File: config.mk
export PLATFORM = sky130hd
export DESIGN_NAME = acc_mod_unit
export DESIGN_NICKNAME = d
export VERILOG_FILES = /design/src/rtl/acc_mod_pkg.sv /design/src/rtl/acc_cond_eval.sv /design/src/rtl/acc_modify_alu.sv /design/src/rtl/acc_mod_unit.sv
export SDC_FILE = /design/constraint.sdc
export NUM_CORES = 1
export LEC_CHECK = 0
export BUFFER_PORTS_ARGS = -buffer_cell sky130_fd_sc_hd__buf_4
export CAP_MARGIN = 10
export CORE_MARGIN = 2
export CORE_UTILIZATION = 56
export DETAILED_ROUTE_END_ITERATION = 10
export GPL_TIMING_DRIVEN = 1
export PLACE_DENSITY = 0.85
export SETUP_SLACK_MARGIN = 0.3
export SLEW_MARGIN = 10
export SYNTH_ARGS = -nofsm -noshare
export SYNTH_HDL_FRONTEND = slang
export SYNTH_SLANG_ARGS = --single-unit
File: constraint.sdc
create_clock -name clk -period 4.85 [get_ports clk]
set_input_delay 0.7275 -clock clk [delete_from_list [all_inputs] [get_ports clk]]
set_output_delay 0.7275 -clock clk [all_outputs]
set_load 0.05 [all_outputs]
File: src/rtl/acc_mod_pkg.sv
package acc_mod_pkg;
    typedef enum logic [1:0] {
        KIND_NONE   = 2'd0,
        KIND_MODIFY = 2'd1,
        KIND_ACCUM  = 2'd2,
        KIND_LOAD   = 2'd3
    } op_kind_e;

    localparam int STATUS_W = 16;
    localparam int FLAG_L   = 12;
    localparam int FLAG_Z   = 13;
    localparam int FLAG_V   = 14;
    localparam int FLAG_N   = 15;

    localparam logic [3:0] COND_ALWAYS = 4'd0;
    localparam logic [3:0] COND_ZERO   = 4'd5;
    localparam logic [3:0] COND_SIGN   = 4'd7;

    localparam logic [2:0] MOD_ASR = 3'd2;
    localparam logic [2:0] MOD_SHL = 3'd3;
    localparam logic [2:0] MOD_NEG = 3'd6;
    localparam logic [2:0] MOD_ABS = 3'd7;
endpackage

File: src/rtl/acc_cond_eval.sv
module acc_cond_eval
    import acc_mod_pkg::*;
(
    input  logic [3:0] cond_sel,
    input  logic       cond_pol,
    input  logic       flag_z,
    input  logic       flag_n,
    output logic       pass
);
    always_comb begin
        case (cond_sel)
            COND_ALWAYS: pass = 1'b1;
            COND_ZERO:   pass = (flag_z == cond_pol);
            COND_SIGN:   pass = (flag_n == cond_pol);
            default:     pass = 1'b0;
        endcase
    end
endmodule

File: src/rtl/acc_modify_alu.sv
module acc_modify_alu
    import acc_mod_pkg::*;
#(
    parameter int W = 32
) (
    input  logic [2:0]   mod_sel,
    input  logic [W-1:0] operand,
    output logic [W-1:0] result,
    output logic         supported
);
    localparam logic [W-1:0] MIN_NEG = {1'b1, {(W-1){1'b0}}};

    logic [W-1:0] negated;
    assign negated = ~operand + {{(W-1){1'b0}}, 1'b1};

    always_comb begin
        supported = 1'b1;
        result    = operand;
        case (mod_sel)
            MOD_ASR: result = {operand[W-1], operand[W-1:1]};
            MOD_SHL: result = {operand[W-2:0], 1'b0};
            MOD_NEG: result = negated;
            MOD_ABS: result = operand[W-1] ? negated : operand;
            default: supported = 1'b0;
        endcase
    end

    // An absolute value can only come out negative for the most negative input
    always_comb begin
        if (mod_sel == MOD_ABS && result[W-1]) begin
            p_abs_min_only_r9: assert (operand == MIN_NEG)
                else $error("abs produced a negative result from a non-minimum input");
        end
    end
endmodule

File: src/rtl/acc_mod_unit.sv
module acc_mod_unit
    import acc_mod_pkg::*;
#(
    parameter int ACC_W = 32
) (
    input  logic                clk,
    input  logic                rst_n,
    input  logic                op_valid,
    input  logic [1:0]          op_kind,
    input  logic [3:0]          cond_sel,
    input  logic                cond_pol,
    input  logic [2:0]          mod_sel,
    input  logic [ACC_W-1:0]    product,
    input  logic [ACC_W-1:0]    load_data,
    output logic [ACC_W-1:0]    acc,
    output logic [STATUS_W-1:0] status,
    output logic                illegal_op
);
    localparam int LOW_SPARE = FLAG_L;

    typedef struct packed {
        logic [ACC_W-1:0] acc;
        logic             z;
        logic             n;
        logic             illegal;
    } state_t;

    state_t state_d, state_q;

    logic             cond_pass;
    logic [ACC_W-1:0] mod_result;
    logic             mod_ok;
    logic [ACC_W-1:0] sum;

    acc_cond_eval u_cond (
        .cond_sel (cond_sel),
        .cond_pol (cond_pol),
        .flag_z   (state_q.z),
        .flag_n   (state_q.n),
        .pass     (cond_pass)
    );

    acc_modify_alu #(.W(ACC_W)) u_alu (
        .mod_sel   (mod_sel),
        .operand   (state_q.acc),
        .result    (mod_result),
        .supported (mod_ok)
    );

    assign sum = state_q.acc + product;

    always_comb begin
        state_d         = state_q;
        state_d.illegal = 1'b0;
        if (op_valid) begin
            case (op_kind_e'(op_kind))
                KIND_MODIFY: begin
                    if (!mod_ok) begin
                        state_d.illegal = 1'b1;
                    end else if (cond_pass) begin
                        state_d.acc = mod_result;
                        state_d.z   = ~|mod_result;
                        state_d.n   = (|mod_result) & mod_result[ACC_W-1];
                    end
                end
                KIND_ACCUM: begin
                    state_d.acc = sum;
                    state_d.z   = ~|sum;
                    state_d.n   = (|sum) & sum[ACC_W-1];
                end
                KIND_LOAD: begin
                    state_d.acc = load_data;
                end
                default: ;
            endcase
        end
    end

    always_ff @(posedge clk) begin
        if (!rst_n) begin
            state_q <= '0;
        end else begin
            state_q <= state_d;
        end
    end

    assign acc        = state_q.acc;
    assign illegal_op = state_q.illegal;
    assign status     = {state_q.n, 1'b0, state_q.z, 1'b0, {LOW_SPARE{1'b0}}};

    p_load_keeps_flags_r2: assert property (@(posedge clk) disable iff (!rst_n)
        (op_valid && op_kind == KIND_LOAD) |=> (acc == $past(load_data)) && $stable(status));

    p_accum_sum_r3: assert property (@(posedge clk) disable iff (!rst_n)
        (op_valid && op_kind == KIND_ACCUM) |=> acc == $past(acc) + $past(product));

    p_zn_exclusive_r10: assert property (@(posedge clk) disable iff (!rst_n)
        !(status[FLAG_Z] && status[FLAG_N]));

    p_spare_bits_zero_r12: assert property (@(posedge clk) disable iff (!rst_n)
        !status[FLAG_L] && !status[FLAG_V] && status[LOW_SPARE-1:0] == '0);

    p_illegal_no_change_r11: assert property (@(posedge clk) disable iff (!rst_n)
        illegal_op |-> $stable(acc) && $stable(status));

    p_idle_hold_r13: assert property (@(posedge clk) disable iff (!rst_n)
        (!op_valid || op_kind == KIND_NONE) |=> $stable(acc) && $stable(status) && !illegal_op);
endmodule

# Word-level counts from Yosys, hierarchy flattened
# Index checks and enable logic that the tools add are counted.
# classes
addsub	2
n_eq_ne	13
bitwise_logic	3
n_reduce_logical	11
n_mux	9
# op_table
operator	count
case mux 32 bit (4 select lines)	1
case mux 32 bit (3 select lines)	1
two-way mux 34 bit	2
OR reduction 32 bit	2
adder 32 x 1 -> 32 bit, second input constant	1
adder 32 bit	1
two-way mux 32 bit	1
NOT 32 bit	1
== test 4 x 3 -> 1 bit, second input constant	2
AND reduction 4 bit	2
== test 3 x 2 -> 1 bit, second input constant	2
== test 3 bit, second input constant	2
== test 2 bit, second input constant	2
logical NOT 4 bit	1
!= test 2 bit, second input constant	2
case mux 2 bit (2 select lines)	1
OR reduction 4 bit	1
case mux 1 bit (3 select lines)	1
AND reduction 3 bit	1
nonzero test 3 bit	1
bitwise AND 1 bit	2
== test 1 bit	2
== test 2 x 1 -> 1 bit, second input constant	1
logical NOT 1 bit	2
2 further kinds	3
# word_totals
inputBits	77
out_inout_bits	49
wordCells	42
register_bits	35

# Longest topological paths before layout
# logic_depth
word_depth	9
ltp_mapped	17
depth_no_buf	15

# By module
# From an unflattened synthesis, not the netlist that was laid out.
# unflattened
hier_cells	755
area_unflattened_um2	5462.7
# by_module_without_submodules
module	cells_each	area_per_inst_um2	seq_area_each_um2	instances
acc_mod_unit	513	3784.9	700.7	1
acc_modify_alu	235	1631.6	0.0	1
acc_cond_eval	7	46.3	0.0	1

# Worst setup path before layout
# OpenSTA, ideal clock, no wires.
# synth_path
kind	register -> register
start	register state_q, in the netlist acc[16]
end	register state_q, in the netlist status[13]
setup_time_ps	69
slack_ps	1125
arrival_time_ps	3656
synth_period_minus_slack_ps	3725
stages_incl_launch_ff	18
path_buffers	2
t_required_ps	4781
path_cell_list	dfxtp_1 > buf_2 > or3_4 > buf_6 > or4_4 > or4_4 > nor3_1 > ha_1 > nand2b_1 > a21oi_1 > o21ai_0 > a21oi_1 > nand4_1 > nor4_1 > nand4b_1 > nor4_1 > a21oi_1 > o21ai_1
# synth_between
elab_chain_len	9
elab_cells_between_ends	12
classes_between	add/sub (2); mux (5); bitwise (1); reduce/logical (4)
# synth_rtl
element	line	text
start, declared	acc_mod_unit.sv:28	state_t state_d, state_q;
start signal, assigned	acc_mod_unit.sv:83	state_q <= state_d;
NOT 32 bit	acc_modify_alu.sv:14	assign negated = ~operand + {{(W-1){1'b0}}, 1'b1};
adder 32 x 1 -> 32 bit	acc_modify_alu.sv:14	
two-way mux 32 bit	acc_modify_alu.sv:23	MOD_ABS: result = operand[W-1] ? negated : operand;
case mux 32 bit (4 select lines)	acc_modify_alu.sv:19	case (mod_sel)
OR reduction 32 bit	acc_mod_unit.sv:62	state_d.z = ~|mod_result;
logical NOT 1 bit	acc_mod_unit.sv:62	
two-way mux 34 bit	acc_mod_unit.sv:60	end else if (cond_pass) begin
two-way mux 34 bit	acc_mod_unit.sv:58	if (!mod_ok) begin
case mux 2 bit (2 select lines) (*)	acc_mod_unit.sv:56	case (op_kind_e'(op_kind))
# Mark *: on every way between the ends. The rest lies on a longest branch, timed or not. The select of a mux whose other input is x is not followed.
# A chain may end at the register's enable or synchronous reset.

# Worst setup path after layout
# layout_path
start	register state_q, in the netlist acc[15]
end	register state_q, in the netlist status[13]
# The elaborated chain is that of the path after synthesis.

==> metrics.md <==
| Metric | Value |
|---|---|
| Status | `complete, no violations` |
| Hold Crit Start | `status[15]$_SDFFE_PN0P_` |
| CTS buffer count | `5` |
| I/O pin count | `about 130` |
| Yosys warns | `0` |
| DR WL/cell | `19.60 microns` |
| Max Cap Viol | `0` |
| Main area contributors after synthesis | `dfxtp_1, ha_1, nand2_1` |
| Starting density of the core | `0.5717` |
| Share of post-route cells with drive strength above 1 | `0.1863` |
| Critical-path cell list | `or3_4 > or4_4 > or4_4 > nor3_1 > ha_1 > nand2b_1 > a21oi_1 > o21ai_0 > a21oi_1 > nand4_1 > nor4_1 > nand4b_1 > nor4_1 > a21oi_1 > o21ai_1` |
| Initial antenna violation count | `0` |
| Crit-path max FO | `12` |
| Final HPWL DP | `15.07 mm` |
| Vias/cell | `6.687` |
| Cell area after synthesis | `5537 sq um` |
| Final design utilization | `0.6645` |
| Vias in the first global route | `between 6000 and 7000` |
| FFs w/ async S/R, synth | `0` |
| Pre-antenna DRT Iters | `6` |
| Syn_area_per_cell | `6.852 sq um` |
| Pin count of the biggest net entering global routing | `60` |
| Post-synth EDFFs | `0` |
| Chip height | `103.4 microns` |
| Crit start category | `flip-flop` |
| Sequential cell area | `between 700 and 800 sq um` |
| Worst R2R Setup Slack | `around 0.74 ns` |
| Clk_lat worst skew | `roughly 0.30 ns` |
| Fin crit share | `0.8475` |
| Synth area leader | `dfxtp_1` |
| Worst Setup Path Type | `reg -> reg` |
| CP dominant cell by count | `a21oi_1` |
| Iter 0 DRT Violations | `around 580` |
| GPL Wtd Cong | `around 0.98` |
| Hold_buf cts | `0` |
| Clk buf depth | `2` |
| WP buf/inv | `0` |
| Total vias in the final route | `6740` |
| Clock sink count | `35` |
| Yosys reg bits | `35` |
| Reg2reg path depth | `15` |
| LEAKAGE | `0.002811 uW` |
| Crit. End Element | `flip-flop` |
| Synth top area share | `0.1266` |
| Final ANT Viol Nets | `0` |
| CORE AREA | `a little under 10000 sq um` |
| Die ar. | `10700 sq um` |
| N_diodes | `0` |
| I/O Buffers | `approximately 110` |
| CTS tree | `built` |
| TNS Setup | `0 ns` |
| WHS Path Cells | `2` |
| Gates resized, CTS repair | `0` |
| Final Hold Viols | `0` |
| Min-Delay Endpoint | `status[15]$_SDFFE_PN0P_` |
| Worst Slack Setup Final | `around 0.74 ns` |
| Total global routing overflow | `0` |
| Die W | `103.4 microns` |
| DP Area | `around 6300 sq um` |
| Reg2reg start | `acc[15]$_SDFFE_PN0P_` |
| CTS clk-pin slew, worst paths | `0.08 ns` |
| HP Class | `reg -> reg` |
| H-tree depth | `2` |
| Max_slew headroom | `0.3845` |
| CP max-delay cell | `or4_4` |
| Top FF cell, synth | `dfxtp_1` |
| Crit path from | `acc[15]$_SDFFE_PN0P_` |
| Clock skew | `between 0.007 and 0.008 ns` |
| Root Driver | `clkbuf_8` |
| Sequential fraction of the synthesis area | `0.1266` |
| CP delay by family, top | `simple AND/OR/NAND/NOR gates` |
| Synth Instances | `just over 800` |
| CP max stage delay | `0.56 ns` |
| Placement row count | `36` |
| Residual DRC | `0` |
| Shortest period the worst path allows | `4.110 ns` |
| Total track usage | `0.3590` |
| Fill cell count | `901` |
| Multi-input logic area | `4478 sq um` |
| Setup-failing EPs final | `0` |
| RSZ-0062 raised after global routing | `no` |
| WP data required | `5.08 ns` |
| Fmax | `0.2433 GHz` |
| Post-synth cell types | `roughly 70` |
| Post-CTS Repair Setup Buffers | `0` |
| Final Max Tran Viols | `0` |
| Worst EP arrival | `between 4 and 5 ns` |
| Power Total | `between 1000 and 1500 uW` |
| Post-place setup slack | `around 0.8 ns` |
| Final instance area | `roughly 6400 sq um` |
| Cell area power density | `~210 nW/um^2` |
| Global-route wire length before repair | `30.18 mm` |
| Final net count | `between 900 and 1000` |
| Detailed-route wire length | `19.76 mm` |
| Area Growth Syn to Fin | `16.23%` |
| Reg2reg end | `status[13]$_SDFFE_PN0P_` |
| Peak supply drop | `between 0.15 and 0.2 mV` |
| Worst-Margin Slew | `approximately 0.92 ns` |
cell usage in the layout (no fill, tap or decap), types with 11 or more instances in the layout:
master and n:
o21ai_0 61, o22ai_1 14, nor2_1 47, nand4_1 11
mux2_2 14, dfxtp_1 35, nand2_1 109, conb_1 14
inv_1 13, o211ai_1 16, or3_1 14, o31ai_1 11
a21oi_1 74, a21boi_0 11, a211oi_1 17, xnor2_1 19
nor3_1 19, buf_4 123, mux2i_1 24, ha_1 33
and2_1 15, nand3_1 19
synthesized netlist by cell type (3+ instances only):
cell / instances
a211o_1: 6
a211oi_1: 17
a21boi_0: 11
a21o_1: 10
a21oi_1: 74
a221oi_1: 4
a2bb2oi_1: 5
a311oi_1: 4
a31o_2: 8
a31oi_1: 6
and2_1: 15
and3_1: 6
buf_1: 8
buf_4: 16
clkbuf_1: 50
dfxtp_1: 35
ha_1: 33
inv_1: 13
mux2_2: 14
mux2i_1: 24
nand2_1: 109
nand2b_1: 10
nand3_1: 19
nand4_1: 11
nor2_1: 47
nor2b_1: 9
nor3_1: 19
nor4_1: 10
o211a_1: 5
o211ai_1: 16
o21a_1: 7
o21ai_0: 61
o21bai_1: 3
o22ai_1: 14
o311ai_0: 3
o31ai_1: 11
o32ai_1: 7
o41ai_1: 4
or3_1: 14
or4_1: 3
xnor2_1: 19
xor2_1: 10
final cells by class:
cell class / count / share of cell area
multi-input combinational: 696 / 0.6959
inverter: 13 / 0.007583
sequential: 35 / 0.1089
tap: 133 / 0.02586
clock buffer: 6 / 0.01283
timing repair buffer: 123 / 0.1435
clock inverter: 2 / 0.005444
tightest hold or removal path: cells and delay by family (launching register included):
family / cells / cell delay [ns]
simple gates: 1 / 0.06
compound gates: 1 / 0.06
flops: 1 / 0.34
logic make-up (layout without fill, tap and decap cells):
logic type               count (synthesis)  count (layout)  share of synthesized area
adder cells (fa/ha/maj)                 34              34                    0.07819
AO/OA/AOI/OAI                          296             296                     0.3528
AND/OR/NAND/NOR                        285             285                     0.2493
multiplexers                            38              38                    0.07186
XOR/XNOR                                29              29                    0.04588
buffers and inverters                   90             144                    0.07480
other                                    1              14                  0.0006773
flip-flops                              35              35                     0.1266
registers in the layout, summed over array words and instances (netlist names):
signal,count
status,2
illegal_op,1
acc,32
through the flow:
stage,hold slack [ns],cells
after floorplan,0.4592,821
after global placement,0.4812,1000
after detailed placement,0.4991,1000
after CTS,0.5084,1008
after global routing,0.5447,1008
final,0.5106,1008
worst max-delay path by stage:
stage	to	slack [ns]	depth (start not counted)
6_report	status[13]$_SDFFE_PN0P_	0.74	15
5_1_grt	status[13]$_SDFFE_PN0P_	0.60	15
4_1_cts	status[13]$_SDFFE_PN0P_	0.86	15
3_5_place_dp	status[13]$_SDFFE_PN0P_	0.81	13
3_3_place_gp	status[13]$_SDFFE_PN0P_	0.90	13
2_1_floorplan	status[13]$_SDFFE_PN0P_	1.13	17
metal layers:
layer | vias to the layer above | global-route usage | share of wire
met5 | - | 0 | 0
met4 | 0 | 0.1893 | 0.052
met3 | 91 | 0.05847 | 0.093
met2 | 442 | 0.5960 | 0.47
met1 | 3072 | 0.4459 | 0.39
li1 | 3135 | - | -
report_power, final:
group | total, uW | switching [uW] | internal [uW]
Clock | 283 | 117 | 167
Sequential | 338 | 36.2 | 302
Combinational | 700 | 436 | 264
Total | 1320 | 589 | 732
(Power assumes the default switching activity.)
